`config.mk`:
```
export PLATFORM = sky130hd
export DESIGN_NAME = pll_ratio_solver
export DESIGN_NICKNAME = d
export VERILOG_FILES = /design/src/rtl/pll_ratio_pkg.sv /design/src/rtl/pll_gcd_engine.sv /design/src/rtl/pll_serial_div.sv /design/src/rtl/pll_ratio_solver.sv
export SDC_FILE = /design/constraint.sdc
export NUM_CORES = 2
export LEC_CHECK = 0
export ABC_AREA = 1
export BUFFER_PORTS_ARGS = -buffer_cell sky130_fd_sc_hd__buf_2
export CORE_MARGIN = 1.5
export CORE_UTILIZATION = 29
export DETAILED_ROUTE_END_ITERATION = 10
export GPL_ROUTABILITY_DRIVEN = 0
export GPL_TIMING_DRIVEN = 1
export PLACE_DENSITY = 0.45
export SLEW_MARGIN = 20
export SYNTH_ARGS = -nofsm -noshare
export SYNTH_HDL_FRONTEND = slang
export SYNTH_SLANG_ARGS = --single-unit
```
`constraint.sdc`:
```
create_clock -name clk -period 2.55 [get_ports clk]
set_input_delay 0.51 -clock clk [delete_from_list [all_inputs] [get_ports clk]]
set_output_delay 0.51 -clock clk [all_outputs]
set_load 0.02 [all_outputs]
```
`src/rtl/pll_ratio_pkg.sv`:
```
package pll_ratio_pkg;

   typedef enum logic [2:0] {
      SOLVE_IDLE,
      SOLVE_GCD,
      SOLVE_DIV,
      SOLVE_FIT,
      SOLVE_OUT
   } solve_state_t;

endpackage

```
`src/rtl/pll_gcd_engine.sv`:
```
// Binary (Stein) greatest common divisor, one step per cycle.
module pll_gcd_engine #(
   parameter int W   = 32,
   localparam int K_W = $clog2(W) + 1
) (
   input  logic         clk,
   input  logic         rst_n,
   input  logic         go,
   input  logic [W-1:0] a_in,
   input  logic [W-1:0] b_in,
   output logic         done,
   output logic [W-1:0] g_out
);

   logic [W-1:0]   a_q, b_q, a_org, b_org;
   logic [K_W-1:0] k_q;
   logic           run_q;

   always_ff @(posedge clk) begin
      if (!rst_n) begin
         a_q   <= '0;
         b_q   <= '0;
         a_org <= '0;
         b_org <= '0;
         k_q   <= '0;
         run_q <= 1'b0;
         done  <= 1'b0;
         g_out <= '0;
      end else begin
         done <= 1'b0;
         if (go) begin
            a_q   <= a_in;
            b_q   <= b_in;
            a_org <= a_in;
            b_org <= b_in;
            k_q   <= '0;
            run_q <= 1'b1;
         end else if (run_q) begin
            if (a_q == '0) begin
               g_out <= b_q << k_q;
               done  <= 1'b1;
               run_q <= 1'b0;
            end else if (b_q == '0) begin
               g_out <= a_q << k_q;
               done  <= 1'b1;
               run_q <= 1'b0;
            end else if (!a_q[0] && !b_q[0]) begin
               a_q <= a_q >> 1;
               b_q <= b_q >> 1;
               k_q <= k_q + 1'b1;
            end else if (!a_q[0]) begin
               a_q <= a_q >> 1;
            end else if (!b_q[0]) begin
               b_q <= b_q >> 1;
            end else if (a_q >= b_q) begin
               a_q <= (a_q - b_q) >> 1;
            end else begin
               b_q <= (b_q - a_q) >> 1;
            end
         end
      end
   end


   gcd_divides_chk: assert property (@(posedge clk) disable iff (!rst_n)
      done |-> (g_out != '0) && ((a_org % g_out) == '0) && ((b_org % g_out) == '0));

endmodule

```
`src/rtl/pll_serial_div.sv`:
```
// Restoring serial divider: one quotient bit per cycle, W cycles.
module pll_serial_div #(
   parameter int W     = 32,
   localparam int CNT_W = $clog2(W + 1)
) (
   input  logic         clk,
   input  logic         rst_n,
   input  logic         go,
   input  logic [W-1:0] dividend,
   input  logic [W-1:0] divisor,
   output logic         done,
   output logic [W-1:0] quotient
);

   logic [W-1:0]     rem_q, dsr_q, dvd_q;
   logic [CNT_W-1:0] cnt_q;
   logic             run_q;
   logic [W:0]       shifted;
   logic             fits;
   logic [W-1:0]     rem_next;

   always_comb begin
      shifted  = {rem_q, quotient[W-1]};
      fits     = shifted[W] || (shifted[W-1:0] >= dsr_q);
      rem_next = shifted[W-1:0] - dsr_q;
   end

   always_ff @(posedge clk) begin
      if (!rst_n) begin
         rem_q    <= '0;
         dsr_q    <= '0;
         dvd_q    <= '0;
         cnt_q    <= '0;
         run_q    <= 1'b0;
         done     <= 1'b0;
         quotient <= '0;
      end else begin
         done <= 1'b0;
         if (go) begin
            rem_q    <= '0;
            dsr_q    <= divisor;
            dvd_q    <= dividend;
            quotient <= dividend;
            cnt_q    <= CNT_W'(W);
            run_q    <= 1'b1;
         end else if (run_q) begin
            if (fits) begin
               rem_q    <= rem_next;
               quotient <= {quotient[W-2:0], 1'b1};
            end else begin
               rem_q    <= shifted[W-1:0];
               quotient <= {quotient[W-2:0], 1'b0};
            end
            cnt_q <= cnt_q - 1'b1;
            if (cnt_q == CNT_W'(1)) begin
               run_q <= 1'b0;
               done  <= 1'b1;
            end
         end
      end
   end


   quotient_exact_chk: assert property (@(posedge clk) disable iff (!rst_n)
      (done && dsr_q != '0) |->
         ({{W{1'b0}}, quotient} * {{W{1'b0}}, dsr_q} <= {{W{1'b0}}, dvd_q}) &&
         ({{W{1'b0}}, dvd_q} - {{W{1'b0}}, quotient} * {{W{1'b0}}, dsr_q} < {{W{1'b0}}, dsr_q}));

endmodule

```
`src/rtl/pll_ratio_solver.sv`:
```
module pll_ratio_solver
   import pll_ratio_pkg::*;
#(
   parameter int          FREQ_W = 32,
   parameter int          N_W    = 12,
   parameter int          M_W    = 9,
   parameter logic [31:0] F_LOW  = 32'd80_000_000,
   parameter logic [31:0] F_HIGH = 32'd230_000_000
) (
   input  logic              clk,
   input  logic              rst_n,
   input  logic              start,
   input  logic [FREQ_W-1:0] target_hz,
   input  logic [FREQ_W-1:0] ref_hz,
   output logic              busy,
   output logic              done,
   output logic [N_W-1:0]    n_div,
   output logic [M_W-1:0]    m_div,
   output logic              bypass
);

   localparam logic [FREQ_W-1:0] N_LIM  = FREQ_W'((64'd1 << N_W) - 1);
   localparam logic [FREQ_W-1:0] M_LIM  = FREQ_W'((64'd1 << M_W) - 1);
   localparam logic [FREQ_W-1:0] LO_LIM = FREQ_W'(F_LOW);
   localparam logic [FREQ_W-1:0] HI_LIM = FREQ_W'(F_HIGH);
   localparam int                LANES  = 2;

   initial begin
      if (F_LOW >= F_HIGH || N_W >= FREQ_W || M_W >= FREQ_W || N_W < 1 || M_W < 1)
         $error("pll_ratio_solver: inconsistent parameters");
   end

   solve_state_t      state_q;
   logic [FREQ_W-1:0] tgt_q, ref_q, n_w, m_w, tgt_clamped, gcd_val;
   logic              gcd_go, gcd_done, div_go, accept, is_bypass;
   logic [FREQ_W-1:0] lane_dvd [LANES];
   logic [FREQ_W-1:0] lane_quo [LANES];
   logic              lane_done [LANES];

   always_comb begin
      if (target_hz < LO_LIM)       tgt_clamped = LO_LIM;
      else if (target_hz > HI_LIM)  tgt_clamped = HI_LIM;
      else                          tgt_clamped = target_hz;
      accept    = (state_q == SOLVE_IDLE) && start;
      is_bypass = (target_hz <= ref_hz);
      gcd_go    = accept && !is_bypass;
      div_go    = (state_q == SOLVE_GCD) && gcd_done;
      lane_dvd[0] = tgt_q;
      lane_dvd[1] = ref_q;
   end

   assign busy = (state_q != SOLVE_IDLE);

   pll_gcd_engine #(.W(FREQ_W)) u_gcd (
      .clk   (clk),
      .rst_n (rst_n),
      .go    (gcd_go),
      .a_in  (tgt_clamped),
      .b_in  (ref_hz),
      .done  (gcd_done),
      .g_out (gcd_val)
   );

   for (genvar li = 0; li < LANES; li++) begin : g_lane
      pll_serial_div #(.W(FREQ_W)) u_div (
         .clk      (clk),
         .rst_n    (rst_n),
         .go       (div_go),
         .dividend (lane_dvd[li]),
         .divisor  (gcd_val),
         .done     (lane_done[li]),
         .quotient (lane_quo[li])
      );
   end

   always_ff @(posedge clk) begin
      if (!rst_n) begin
         state_q <= SOLVE_IDLE;
         tgt_q   <= '0;
         ref_q   <= '0;
         n_w     <= '0;
         m_w     <= '0;
         n_div   <= '0;
         m_div   <= '0;
         bypass  <= 1'b0;
         done    <= 1'b0;
      end else begin
         done <= 1'b0;
         unique case (state_q)
            SOLVE_IDLE: begin
               if (accept) begin
                  if (is_bypass) begin
                     n_div  <= '0;
                     m_div  <= '0;
                     bypass <= 1'b1;
                     done   <= 1'b1;
                  end else begin
                     tgt_q   <= tgt_clamped;
                     ref_q   <= ref_hz;
                     state_q <= SOLVE_GCD;
                  end
               end
            end
            SOLVE_GCD: begin
               if (gcd_done) state_q <= SOLVE_DIV;
            end
            SOLVE_DIV: begin
               if (lane_done[0] && lane_done[1]) begin
                  n_w     <= lane_quo[0];
                  m_w     <= lane_quo[1];
                  state_q <= SOLVE_FIT;
               end
            end
            SOLVE_FIT: begin
               if (n_w > N_LIM || m_w > M_LIM) begin
                  n_w <= n_w >> 1;
                  m_w <= m_w >> 1;
               end else begin
                  state_q <= SOLVE_OUT;
               end
            end
            SOLVE_OUT: begin
               n_div   <= (n_w == '0) ? N_W'(1) : n_w[N_W-1:0];
               m_div   <= (m_w == '0) ? M_W'(1) : m_w[M_W-1:0];
               bypass  <= 1'b0;
               done    <= 1'b1;
               state_q <= SOLVE_IDLE;
            end
            default: state_q <= SOLVE_IDLE;
         endcase
      end
   end


   done_single_chk: assert property (@(posedge clk) disable iff (!rst_n)
      done |=> !done);


   result_hold_chk: assert property (@(posedge clk) disable iff (!rst_n)
      !done |-> ($stable(n_div) && $stable(m_div) && $stable(bypass)));


   bypass_zero_chk: assert property (@(posedge clk) disable iff (!rst_n)
      (done && bypass) |-> (n_div == '0 && m_div == '0));


   nonzero_result_chk: assert property (@(posedge clk) disable iff (!rst_n)
      (done && !bypass) |-> (n_div != '0 && m_div != '0));


   busy_done_excl_chk: assert property (@(posedge clk) disable iff (!rst_n)
      done |-> !busy);


   ignore_start_chk: assert property (@(posedge clk) disable iff (!rst_n)
      (busy && start) |=> ($stable(tgt_q) && $stable(ref_q)));

endmodule

```
# Yosys cells after proc, flatten, opt, wreduce, memory -nomap -nowiden
# Index checks and enable logic that the tools add are counted.
dict set report totals {
  reg_bits 434
  latchBits 0
  mem_bits_rw 0
  rom_bits 0
  inputBits 67
  output_inout_bits 24
  elab_cells 184
  n_memories 0
}
dict set report op_classes {
  addsub 7
  multipliers 0
  n_div 0
  n_lt_le_gt_ge 8
  eq_ne 18
  shift 2
  muxes 72
  bitwise 8
  n_reduce_logical 39
}
# op count
set op_table {}
lappend op_table {{$mux W32} 30}
lappend op_table {{$logic_not A32 Y1} 4}
lappend op_table {{$pmux W32 S2} 2}
lappend op_table {{$sub A32 B32 Y32} 4}
lappend op_table {{$ge A32 B32 Y1} 3}
lappend op_table {{$shl A32 B6 Y32} 2}
lappend op_table {{$mux W12} 3}
lappend op_table {{$gt A32 B12 Y1 const B} 1}
lappend op_table {{$gt A32 B28 Y1 const B} 1}
lappend op_table {{$gt A32 B9 Y1 const B} 1}
lappend op_table {{$le A32 B32 Y1} 1}
lappend op_table {{$lt A32 B27 Y1 const B} 1}
lappend op_table {{$mux W9} 3}
lappend op_table {{$mux W6} 4}
lappend op_table {{$pmux W12 S2} 1}
lappend op_table {{$mux W1} 20}
lappend op_table {{$pmux W9 S2} 1}
lappend op_table {{$ne A2 B2 Y1 const B} 8}
lappend op_table {{$mux W3} 5}
lappend op_table {{$reduce_and A3 Y1} 5}
lappend op_table {{$reduce_and A5 Y1} 3}
lappend op_table {{$eq A6 B1 Y1 const B} 2}
lappend op_table {{$ne A4 B4 Y1 const B} 3}
lappend op_table {{$pmux W3 S4} 1}
lappend op_table {{17 further kinds} 45}

# Longest topological paths before layout
# Gate-level depths: netlist of the first run.
dict set report depth {
  word_depth 9
  ltp_mapped 20
  ltp_nobuf 19
}

# Hierarchy
# A second synthesis of the first run with hierarchy kept.
dict set report hier_totals {
  hier_cells 5197
  hier_area_um2 32363.5
}
# module n_inst cells_per_inst area_per_inst_um2 seq_area_each_um2
set modules_own_cells {}
lappend modules_own_cells {pll_gcd_engine 1 1830 10734.0 2082.0}
lappend modules_own_cells {pll_ratio_solver 1 1091 7619.8 3083.0}
lappend modules_own_cells {{pll_serial_div (g_lane[0].u_div)} 1 1136 7018.0 2082.0}
lappend modules_own_cells {{pll_serial_div (g_lane[1].u_div)} 1 1140 6991.7 2082.0}

# Worst setup path after synthesis of the first run
# OpenSTA, ideal clock, no wires.
dict set report synth_path {
  kind {reg-to-reg}
  from {register u_gcd.a_q[0]}
  to {register u_gcd.b_q[13]}
  setup_ns 0.113
  arrival_ns 2.468
  required_ns 2.437
  slack_ns -0.031
  path_stages_with_launch 16
  path_buffers 1
  synth_period_minus_slack_ns 2.581
  cell_sequence {dfxtp_1 > clkinv_1 > ha_1 > fa_1 > o21ai_2 > a21o_1 > nand2_1 > nand3_1 > nand2_2 > a21oi_4 > nand2_2 > nand3_4 > buf_6 > nand2_1 > nand2_1 > nor2_1}
}
dict set report synth_via {
  elab_chain_cells 9
  elab_cells_between_ends 17
  classes_between {1 x add/sub; 1 x order compare; 2 x eq/ne; 8 x mux; 5 x reduce/logical}
}
# element line
set synth_rtl {}
lappend synth_rtl {{start: declaration} pll_gcd_engine.sv:15} ;# logic [W-1:0] a_q, b_q, a_org, b_org;
lappend synth_rtl {{start signal: assignment} pll_gcd_engine.sv:32} ;# a_q <= a_in;
lappend synth_rtl {{start signal: assignment} pll_gcd_engine.sv:48} ;# a_q <= a_q >> 1;
lappend synth_rtl {{start signal: assignment} pll_gcd_engine.sv:52} ;# a_q <= a_q >> 1;
lappend synth_rtl {{$sub A32 B32 Y32} pll_gcd_engine.sv:58} ;# b_q <= (b_q - a_q) >> 1;
lappend synth_rtl {{$mux W32} pll_gcd_engine.sv:55} ;# end else if (a_q >= b_q) begin
lappend synth_rtl {{$mux W32} pll_gcd_engine.sv:53} ;# end else if (!b_q[0]) begin
lappend synth_rtl {{$mux W32} pll_gcd_engine.sv:51} ;# end else if (!a_q[0]) begin
lappend synth_rtl {{$mux W32} pll_gcd_engine.sv:47} ;# end else if (!a_q[0] && !b_q[0]) begin
lappend synth_rtl {{$mux W32} pll_gcd_engine.sv:43} ;# end else if (b_q == '0) begin
lappend synth_rtl {{$mux W32} pll_gcd_engine.sv:39} ;# if (a_q == '0) begin
lappend synth_rtl {{$mux W32} pll_gcd_engine.sv:38} ;# end else if (run_q) begin
lappend synth_rtl {{$mux W32} pll_gcd_engine.sv:31} ;# if (go) begin
lappend synth_rtl {{end signal: assignment} pll_gcd_engine.sv:33} ;# b_q <= b_in;
lappend synth_rtl {{end signal: assignment} pll_gcd_engine.sv:49} ;# b_q <= b_q >> 1;
lappend synth_rtl {{end signal: assignment} pll_gcd_engine.sv:54} ;# b_q <= b_q >> 1;
lappend synth_rtl {{end: declaration} pll_gcd_engine.sv:15}
# Parallel ways exist; a longest one is shown, timed or not. The select of a mux whose other input is x is not followed.
# A chain may end at the register's enable or synchronous reset.

# Worst setup path in the final report of the first run
dict set report layout_path {
  from {register u_gcd.a_q[0]}
  to {register u_gcd.b_q[28]}
}
# The elaborated chain is that of the path after synthesis.

==> results of run 1 <==
## per-stage QoR
stage               setup slack, ns  TNS (ns)  instances  utilization  area, sq um
floorplan                    0.0498         0       4568            -        29000
global placement             -0.971   -148.16       6302        0.354        35000
detailed placement           -0.953   -150.21       6302        0.354        35000
CTS                          -0.120     -2.76       6416        0.380        37600
global route                 -0.181     -9.41       6449        0.404        40000
finish                       -0.116     -3.16       6449        0.404        40000
## state kept, by name (all words and copies together) (netlist names)
name                   count
bypass                     1
done                       1
g_lane.u_div.cnt_q        12
g_lane.u_div.done          2
g_lane.u_div.dsr_q        32
g_lane.u_div.quotient     64
g_lane.u_div.rem_q        64
g_lane.u_div.run_q         2
m_div                      9
m_w                       32
n_div                     12
n_w                       32
ref_q                     32
state_q                    3
tgt_q                     32
u_gcd.a_q                 32
u_gcd.b_q                 32
u_gcd.done                 1
u_gcd.g_out               32
u_gcd.k_q                  6
u_gcd.run_q                1
## cell usage in the layout, fill, tap and decap left out, drive strengths merged
| master | Yosys | routed |
|---|---|---|
| inv | 407 | 408 |
| nor4 | 26 | 26 |
| a22oi | 2 | 2 |
| o21bai | 16 | 16 |
| buf | 76 | 725 |
| xnor2 | 34 | 34 |
| o22ai | 48 | 48 |
| o21a | 13 | 13 |
| dfxtp | 434 | 434 |
| fa | 4 | 4 |
| a211oi | 3 | 3 |
| a21oi | 459 | 459 |
| clkinvlp | 0 | 2 |
| nor3 | 39 | 39 |
| a21boi | 5 | 5 |
| ha | 165 | 165 |
| o2111ai | 1 | 1 |
| o21ai | 351 | 351 |
| a221oi | 14 | 14 |
| clkinv | 4 | 14 |
| or2 | 8 | 8 |
| bufinv | 0 | 6 |
| clkbuf | 160 | 85 |
| and3 | 4 | 4 |
| and2 | 1 | 1 |
| xor2 | 53 | 53 |
| nand3b | 58 | 58 |
| o211ai | 11 | 11 |
| nand2 | 1226 | 1226 |
| nand3 | 421 | 422 |
| a21o | 15 | 15 |
| nor2 | 410 | 410 |
| a31oi | 63 | 63 |
| or3 | 2 | 2 |
| o311ai | 1 | 1 |
| nand4 | 34 | 34 |
## layer usage
layer / up-vias / routed length [um] / global-route usage
met3: 162 / 5840 / 0.0214
met4: 0 / 3290 / 0.0618
met5: - / 0 / 0
li1: 16300 / - / -
met2: 775 / 52200 / 0.345
met1: 15300 / 60400 / 0.334
## logic make-up (layout without fill, tap and decap cells)
group                      count (synthesis)  count (layout)  share of synthesized area
adders and majority gates                169             169                     0.0738
AOI/OAI and AO/OA                       1002            1002                      0.187
xor gates and xnor gates                  87              87                     0.0262
buffers and inverters                    647            1240                     0.0884
and+or+nand+nor                         2229            2230                      0.326
DFF                                      434             434                      0.299
## worst min-delay path by stage
stage	start	to	slack, ns	cells after the start
global placement	tgt_q[28]$_SDFFE_PN0P_	tgt_q[28]$_SDFFE_PN0P_	0.42	2
detailed placement	tgt_q[28]$_SDFFE_PN0P_	tgt_q[28]$_SDFFE_PN0P_	0.42	2
floorplan	tgt_q[28]$_SDFFE_PN0P_	tgt_q[28]$_SDFFE_PN0P_	0.41	2
CTS	start	bypass$_SDFFE_PN0P_	0.17	5
global route	start	bypass$_SDFFE_PN0P_	0.21	5
finish	start	bypass$_SDFFE_PN0P_	0.21	5
## timing repair
item,4_1_cts,5_1_grt
endpoints found under the setup margin,193,209
cloned,3,11
pin swaps,36,115
resized for setup,140,492
setup buffers,15,22
## power groups by stage
stage                     clock, mW  combinational (mW)  sequential [mW]
after detailed placement          0                13.8             7.47
after CTS                      8.33                14.7             7.35
after global placement            0                13.9             7.48
after global routing           8.60                18.0             7.44
final                          8.14                16.9             7.41
after floorplan                   0                6.93             7.43
## area by class of cell
cell class | count | area, sq um | share of cell area
Multi-Input combinational cell | 3488 | 20200 | 0.505
Sequential cell | 434 | 8730 | 0.218
Timing Repair Buffer | 733 | 6010 | 0.150
Tap cell | 1287 | 1610 | 0.0403
Inverter | 411 | 1570 | 0.0392
Clock buffer | 77 | 1540 | 0.0384
Clock inverter | 19 | 328 | 0.00820
## worst max-delay path, stage by stage (launching register included)
cell and delay, ns:
dfxtp_4 0.40, clkinv_4 0.06, ha_4 0.16, fa_2 0.36
o21ai_2 0.17, a21o_1 0.19, nand2_2 0.09, nand3_4 0.08
nand2_4 0.07, buf_6 0.12, a21oi_4 0.22, nand2_4 0.10
nand3_4 0.23, buf_8 0.19, nand2_4 0.05, nand2_2 0.04
nor2_1 0.05
==> results_dict.tcl, run 1 <==
set metrics [dict create \
    crit_start "u_gcd.a_q[0]$_SDFFE_PN0P_" \
    cp_max_fo 8 \
    cts_made_buffers 53 \
    drt_wl_total_um 122000 \
    fmaxAchievable_mhz 375 \
    clk-insertion-delay-late_ns 0.68 \
    grt_util_all_layers 0.226 \
    combPwrFrac 0.521 \
    rsz0062_at_grt "yes" \
    synth.net_count 4804 \
    critPathCaptureType "register" \
    synth-edff-count 0 \
    wire_per_inst_um 18.9 \
    skew_ns 0.0686 \
    worstSetupPathType "reg -> reg" \
    worst_pin_slew_ns 1.04 \
    grt_pass1_vias 30200 \
    yosysWarningCount 0 \
    synth-async-reset-ratio 0 \
    clk_pin_slew_ns 0.07 \
    hold_class "in -> reg" \
    die-area_sq_um 102000 \
    critical_path.endpoint "u_gcd.b_q[28]$_SDFFE_PN0P_" \
    drv_slew 0 \
    max_cap_viol_count 0 \
    synth_area_sq_um 29000 \
    synth_cell_type_count 51 \
    reg2reg_setup_slack_ns -0.12 \
    drive_gt1_frac 0.260 \
    sw_frac_of_total 0.410 \
    cts_buffer_depth 3 \
    setup_viol 50 \
    via_per_inst 5.06 \
    seqPwrFrac 0.228 \
    power_density_nw_per_um2 812 \
    synth.area.top_cells "dfxtp_1 30%, nand2_1 16%, a21oi_1 7.8%" \
    critPathRequiredTime_ns 3.10 \
    h-tree-depth 2 \
    grt_pass1_wl_um 181000 \
    firstDrtPassIters 5 \
    overflow 0 \
    violations "negative setup slack" \
    area_growth_pct 37.6 \
    synth_ff_type "dfxtp_1" \
    fin_crit_ns 2.67 \
    hold_buffers 0 \
    p_switching_mw 13.3 \
    p_int_mw 19.2 \
    synth_common_cells "1,212 x nand2_1, 454 x a21oi_1, 434 x dfxtp_1, 417 x nand3_1, 401 x nor2_1" \
    nets 5357 \
    drcViolationCount 0 \
    yosysMostFrequentCell "nand2_1" \
    worstReg2RegEnd "u_gcd.b_q[28]$_SDFFE_PN0P_" \
    hold_viol 0 \
    min_period_over_period 1.05 \
    ir_drop_mv 0.576 \
    diodes 0 \
    worstPathArrival_ns 3.21 \
    whs_ns 0.214 \
    slew_headroom 0.307 \
    start_util 0.294 \
    netlist.area_leader.share 0.299 \
    synth.avg_cell_area_sq_um 6.36 \
    cts_sinks 434 \
    yosysSeqAreaShare 0.299 \
    core_sq_um 98900 \
    num_io_pins 91 \
    fin_ws_ns -0.116 \
    ys_ff_latch 434 \
    hpwl_um 92800 \
    cp-start-kind "register" \
    ant_nets 0 \
    placementRows 115 \
    status "finished, violations left" \
    antenna_found_initial 0 \
    fillCellCount 10600 \
    drtIter0Drc 2575 \
    finalPower_mw 32.5 \
    io_buffers 90 \
    root_buffer "clkbuf_16" \
    cts_tree "built" \
    die_y_um 319 \
    postSynthCellCount 4568 \
    die_w_um 319 \
    power_frac_clock 0.251 \
    grt_max_degree 128 \
    leakage_nw 17.9 \
    r2r_cells 16 \
    synth_top_area_cell "dfxtp_1" \
    regToRegStartpoint "u_gcd.a_q[0]$_SDFFE_PN0P_" \
    vias 32600 \
]
No activity file was read; power rests on OpenSTA's default activity.
==> inputs of run 2 (changes only) <==
--- a/config.mk
+++ b/config.mk
@@ -12,7 +12,7 @@
 export DETAILED_ROUTE_END_ITERATION = 10
 export GPL_ROUTABILITY_DRIVEN = 0
 export GPL_TIMING_DRIVEN = 1
-export PLACE_DENSITY = 0.45
+export PLACE_DENSITY = 0.43
 export SLEW_MARGIN = 20
 export SYNTH_ARGS = -nofsm -noshare
 export SYNTH_HDL_FRONTEND = slang
==> constraint.sdc (replaced) <==
create_clock -name clk -period 3.1 [get_ports clk]
set_input_delay 0.62 -clock clk [delete_from_list [all_inputs] [get_ports clk]]
set_output_delay 0.62 -clock clk [all_outputs]
set_load 0.02 [all_outputs]
==> results_dict.tcl, run 2 (synthesis results as in run 1) <==
set metrics [dict create \
    met1_length_um 60600 \
    vias 30800 \
    wl_met3_um 5700 \
    start_util 0.294 \
    overflow 0 \
    power_density_nw_per_um2 668 \
    route.met2.wl_um 48600 \
    combPwrFrac 0.452 \
    final_cells 6116 \
    grt_max_degree 128 \
    layout_common_cells "1,208 x nand2_1, 447 x a21oi_1, 430 x dfxtp_1" \
    post-place-ws_ns -0.545 \
    num_io_pins 91 \
    fillCellCount 10900 \
    antenna_found_initial 0 \
    critPathRequiredTime_ns 3.68 \
    fin_ws_ns 0.0576 \
    nets 5020 \
    grt_pass1_wl_um 182000 \
    drtIter0Drc 2630 \
    hold_viol 0 \
    clk_pin_slew_ns 0.06 \
    slew_headroom 0.550 \
    worstSetupPathType "reg -> reg" \
    io_buffers 90 \
    final_common_cell "nand2_1" \
    drv_slew 0 \
    h-tree-depth 2 \
    p_int_mw 13.5 \
    ir_drop_mv 0.497 \
    sw_frac_of_total 0.417 \
    root_buffer "clkbuf_16" \
    power_frac_clock 0.282 \
    core_sq_um 98900 \
    area_growth_pct 19.2 \
    min_period_over_period 0.981 \
    grt_util_all_layers 0.228 \
    status "complete, no violations" \
    cts_made_buffers 53 \
    placementRows 115 \
    cp_max_fo 6 \
    cts_sinks 434 \
    cts_tree "built" \
    dpl.cell_count 6014 \
    largest_registers "g_lane.u_div.quotient x64, g_lane.u_div.rem_q x64" \
    firstDrtPassIters 5 \
    wire_per_inst_um 19.4 \
    die_w_um 319 \
    drive_gt1_frac 0.119 \
    skew_ns 0.0515 \
    drcViolationCount 0 \
    ant_nets 0 \
    max_cap_viol_count 0 \
    clk-insertion-delay-late_ns 0.65 \
    fin_crit_ns 3.04 \
    via_per_inst 5.04 \
    p_switching_mw 9.63 \
    grt_pass1_vias 29600 \
    worstPathArrival_ns 3.63 \
    critPathCaptureType "register" \
    seqPwrFrac 0.265 \
    hold_class "in -> reg" \
    top_layer "met4" \
    die-area_sq_um 102000 \
    diodes 0 \
    cts_buffer_depth 3 \
    setup_viol 0 \
    cp-start-kind "register" \
    leakage_nw 15.5 \
    fmaxAchievable_mhz 329 \
    worst_pin_slew_ns 0.674 \
    drt_wl_total_um 118000 \
    finalPower_mw 23.1 \
    hpwl_um 93500 \
    die_y_um 319 \
]
[run 2: what timing repair did]
| item | CTS | global route |
|---|---|---|
| hold buffers | 0 | 0 |
| endpoints found under the setup margin | 0 | 63 |
| resized for setup | 0 | 34 |
| setup buffers | 0 | 2 |
[run 2: metal layers]
metal  global-route usage  up-vias
met4               0.0652        0
met3               0.0301      143
met5                    0        -
met1                0.341    14400
met2                0.336      704
li1                     -    15600
[run 2: cell type report]
type / count / area (sq um) / share of cell area
sequential: 434 / 8690 / 0.251
timing repair buffer: 397 / 2970 / 0.0859
multi-input combinational: 3487 / 17900 / 0.519
tap: 1287 / 1610 / 0.0465
clock buffer: 76 / 1540 / 0.0446
clock inverter: 24 / 295 / 0.00853
inverter: 411 / 1550 / 0.0447
[run 2: worst paths after layout]
kind	startpoint	endpoint	slack, ns	depth (start not counted)
worst max-delay path	u_gcd.b_q[19]$_SDFFE_PN0P_	u_gcd.a_q[17]$_SDFFE_PN0P_	0.06	16
worst min-delay path	ref_hz[10]	u_gcd.b_q[10]$_SDFFE_PN0P_	0.34	5
worst max register to register	u_gcd.b_q[19]$_SDFFE_PN0P_	u_gcd.a_q[17]$_SDFFE_PN0P_	0.06	16
worst min register to register	tgt_q[31]$_SDFFE_PN0P_	tgt_q[31]$_SDFFE_PN0P_	0.43	2
[run 2: power by group through the flow]
stage / combinational [mW] / clock [mW] / sequential (mW)
after floorplan: 5.70 / 0 / 6.11
after global placement: 10.1 / 0 / 6.24
after detailed placement: 10.1 / 0 / 6.23
after CTS: 10.1 / 6.73 / 6.11
after global routing: 11.3 / 6.95 / 6.15
final: 10.5 / 6.53 / 6.14
[run 2: critical path, cell delays in order, from the launching register on]
cell	delay, ns
dfxtp_1	0.44
inv_1	0.09
ha_1	0.43
buf_4	0.16
nand2_2	0.09
o21ai_1	0.28
a21boi_2	0.12
nor2_2	0.14
nor2_4	0.08
buf_4	0.14
a21oi_4	0.28
nand3_1	0.28
nand2_1	0.13
nand2_1	0.10
nand2_1	0.08
nor2_1	0.04
nor2_1	0.11
[run 2: per-stage QoR]
step / instance area, sq um / utilization / hold slack, ns / setup TNS [ns]
after floorplan: 29000 / - / 0.408 / 0
after global placement: 32700 / 0.330 / 0.417 / -55.56
after detailed placement: 32700 / 0.330 / 0.423 / -60.35
after CTS: 34500 / 0.349 / 0.306 / 0
after global routing: 34600 / 0.350 / 0.366 / -0.0125
final: 34600 / 0.350 / 0.340 / 0
==> inputs of run 3 (changes only) <==
--- a/config.mk
+++ b/config.mk
@@ -5,10 +5,10 @@
 export SDC_FILE = /design/constraint.sdc
 export NUM_CORES = 2
 export LEC_CHECK = 0
-export ABC_AREA = 1
 export BUFFER_PORTS_ARGS = -buffer_cell sky130_fd_sc_hd__buf_2
 export CORE_MARGIN = 1.5
 export CORE_UTILIZATION = 29
+export CTS_CLUSTER_SIZE = 14
 export DETAILED_ROUTE_END_ITERATION = 10
 export GPL_ROUTABILITY_DRIVEN = 0
 export GPL_TIMING_DRIVEN = 1
==> results_dict.tcl, run 3 <==
set metrics [dict create \
    dpl-instance-area_sq_um 34100 \
    cp_top_family "compound AO/OA/AOI/OAI gates" \
    worst_pin_slew_ns 0.765 \
    via_per_inst 5.21 \
    grt_pass1_vias 26900 \
    cp-start-kind "register" \
    drtIter0Drc 2078 \
    critPathRequiredTime_ns 3.56 \
    ir_drop_mv 0.444 \
    fin_ws_ns -0.130 \
    crit_path_max_incr_delay_ns 0.42 \
    max_cap_viol_count 0 \
    hold_class "in -> reg" \
    critPathCaptureType "register" \
    fillCellCount 9810 \
    slew_headroom 0.490 \
    postSynthCellCount 3504 \
    r2r_cells 15 \
    die-area_sq_um 98600 \
    root_buffer "clkbuf_16" \
    fmaxAchievable_mhz 310 \
    drcViolationCount 0 \
    cts_tree "built" \
    synth_top_area_cell "dfxtp_1" \
    overflow 0 \
    die_w_um 314 \
    min_period_over_period 1.04 \
    drt_wl_total_um 111000 \
    start_util 0.294 \
    io_buffers 90 \
    final_common_cell "buf_4" \
    worst-path-buf-inv 3 \
    ys_ff_latch 434 \
    synth_cell_type_count 91 \
    critical_path.endpoint "u_gcd.a_q[24]$_SDFFE_PN0P_" \
    cp_slowest_cell "fa_2" \
    die_y_um 314 \
    synth-edff-count 0 \
    cts_buffer_depth 3 \
    fin_setup_tns_ns -1.99 \
    fin_area_sq_um 38600 \
    regToRegStartpoint "u_gcd.a_q[0]$_SDFFE_PN0P_" \
    grt_pass1_wl_um 167000 \
    post-place-ws_ns -0.836 \
    power_density_nw_per_um2 611 \
    worstReg2RegEnd "u_gcd.a_q[24]$_SDFFE_PN0P_" \
    violations "negative setup slack" \
    leakage_nw 16.4 \
    area_growth_pct 37.8 \
    firstDrtPassIters 5 \
    synth_common_cells "434 x dfxtp_1, 354 x nor2_1, 345 x nand2_1, 287 x a21oi_1, 203 x mux2i_1" \
    largest_registers "g_lane.u_div.quotient x64, g_lane.u_div.rem_q x64" \
    synth_area_sq_um 28000 \
    status "finished, violations left" \
    ant_nets 0 \
    synth.net_count 3740 \
    hpwl_um 83700 \
    cts_sinks 434 \
    synth.avg_cell_area_sq_um 8.00 \
    wire_per_inst_um 20.6 \
    drive_gt1_frac 0.288 \
    skew_ns 0.0507 \
    core_sq_um 95400 \
    fin_crit_ns 3.23 \
    crit_cells 15 \
    worstSetupPathType "reg -> reg" \
    netlist.area_leader.share 0.310 \
    synth-async-reset-ratio 0 \
    clk_pin_slew_ns 0.06 \
    synth_ff_type "dfxtp_1" \
    grt_max_degree 86 \
    rsz0062_at_grt "yes" \
    h-tree-depth 2 \
    reg2reg_setup_slack_ns -0.13 \
    crit_start "u_gcd.a_q[0]$_SDFFE_PN0P_" \
    antenna_found_initial 2 \
    layout_common_cells "608 x buf_4, 405 x dfxtp_1, 342 x nor2_1" \
    drv_slew 0 \
    clk-insertion-delay-late_ns 0.63 \
    synth.area.top_cells "dfxtp_1 31%, ha_1 7.4%, mux2i_1 7.2%" \
    grt_util_all_layers 0.216 \
    final_cells 5392 \
    nets 4317 \
    num_io_pins 91 \
    yosysWarningCount 0 \
    vias 28100 \
    yosysMostFrequentCell "dfxtp_1" \
    placementRows 113 \
    cp_max_fo 6 \
    worstPathArrival_ns 3.69 \
    path_cells "inv_2 -> ha_4 -> fa_2 -> nor2b_4 -> o21ai_4 -> a21boi_2 -> o31a_1 -> o21ai_4 -> a21boi_4 -> buf_12 -> o31a_1 -> buf_6 -> o221ai_1 -> o211ai_1 -> a21oi_1" \
    cts_made_buffers 52 \
    dpl.cell_count 5228 \
    hold_viol 0 \
    setup_viol 47 \
    yosysSeqAreaShare 0.310 \
]
[run 3: cell count changes in the layout (fill, tap and decap cells not counted), moves of 51 or more]
cell,before,now
nand2_1,1208,340
nand3_1,416,36
buf_4,290,608
inv_1,397,167
mux2i_1,0,200
a21oi_1,447,264
a211oi_1,3,176
o21ai_0,291,121
a21o_1,15,101
nand3b_1,58,5
nor2_1,393,342
[run 3: cell families after synthesis]
logic type	after synthesis	synth area share
and+or+nand+nor	1022	0.164
adders and majority gates	169	0.0765
xor gates and xnor gates	106	0.0331
buffers and inverters	423	0.0607
AOI/OAI and AO/OA	1114	0.267
muxes	236	0.0889
DFF	434	0.310
[run 3: area by class of cell]
| cell class | count | area [sq um] | area share |
|---|---|---|---|
| flip-flops and latches | 434 | 8740 | 0.226 |
| diodes | 3 | 7.51 | 0.000194 |
| clock buffers | 71 | 1500 | 0.0389 |
| clock inverters | 26 | 415 | 0.0108 |
| inverters | 179 | 684 | 0.0177 |
| well taps | 1265 | 1580 | 0.0410 |
| multi-input cells | 2649 | 19500 | 0.505 |
| repair buffers | 765 | 6200 | 0.160 |
[run 3: layer usage]
metal  wire length [um]  up-vias  global-route usage
met5                  0        -                   0
met4               3370        0              0.0616
met3               5220      159              0.0256
met2              48500      690               0.333
met1              53900    13300               0.315
li1                   -    13900                   -
[run 3: how the worst min path moves through the flow]
stage                     cells past startpoint  slack [ns]                    startpoint                            to
after floorplan                               2        0.42  u_gcd.g_out[10]$_SDFFE_PN0P_  u_gcd.g_out[10]$_SDFFE_PN0P_
after global placement                        2        0.44  u_gcd.g_out[12]$_SDFFE_PN0P_  u_gcd.g_out[12]$_SDFFE_PN0P_
after detailed placement                      2        0.45        ref_q[21]$_SDFFE_PN0P_        ref_q[21]$_SDFFE_PN0P_
after CTS                                     4        0.36                     ref_hz[5]         ref_q[5]$_SDFFE_PN0P_
after global routing                          4        0.38                     ref_hz[5]         ref_q[5]$_SDFFE_PN0P_
final                                         4        0.39                     ref_hz[5]         ref_q[5]$_SDFFE_PN0P_
[run 3: through the flow]
| stage | hold WS [ns] | total power [mW] | util |
|---|---|---|---|
| 6_report | 0.394 | 23.6 | 0.405 |
| 3_3_place_gp | 0.441 | 15.0 | 0.357 |
| 3_5_place_dp | 0.447 | 15.0 | 0.357 |
| 2_1_floorplan | 0.425 | 10.6 | - |
| 5_1_grt | 0.383 | 24.7 | 0.405 |
| 4_1_cts | 0.358 | 22.8 | 0.390 |
[run 3: timing repair]
item                                   4_1_cts  5_1_grt
hold buffers                                 0        0
pin swaps                                   73       97
resized for setup                          202      208
endpoints found under the hold margin        0        0
setup endpoints to repair                  156      196
buffers inserted                            23       38
gates cloned                                 6        6
[run 3: power by group]
group / leakage [nW] / internal (mW) / switching [mW]
clock: 0.942 / 4.16 / 2.68
combinational: 11.9 / 4.98 / 5.80
sequential: 3.52 / 5.78 / 0.227
total: 16.4 / 14.9 / 8.70
[run 3: worst min-delay path: stages]
cell and delay [ns]:
buf_2 0.11, buf_4 0.14, nand2_1 0.05, a21oi_1 0.05
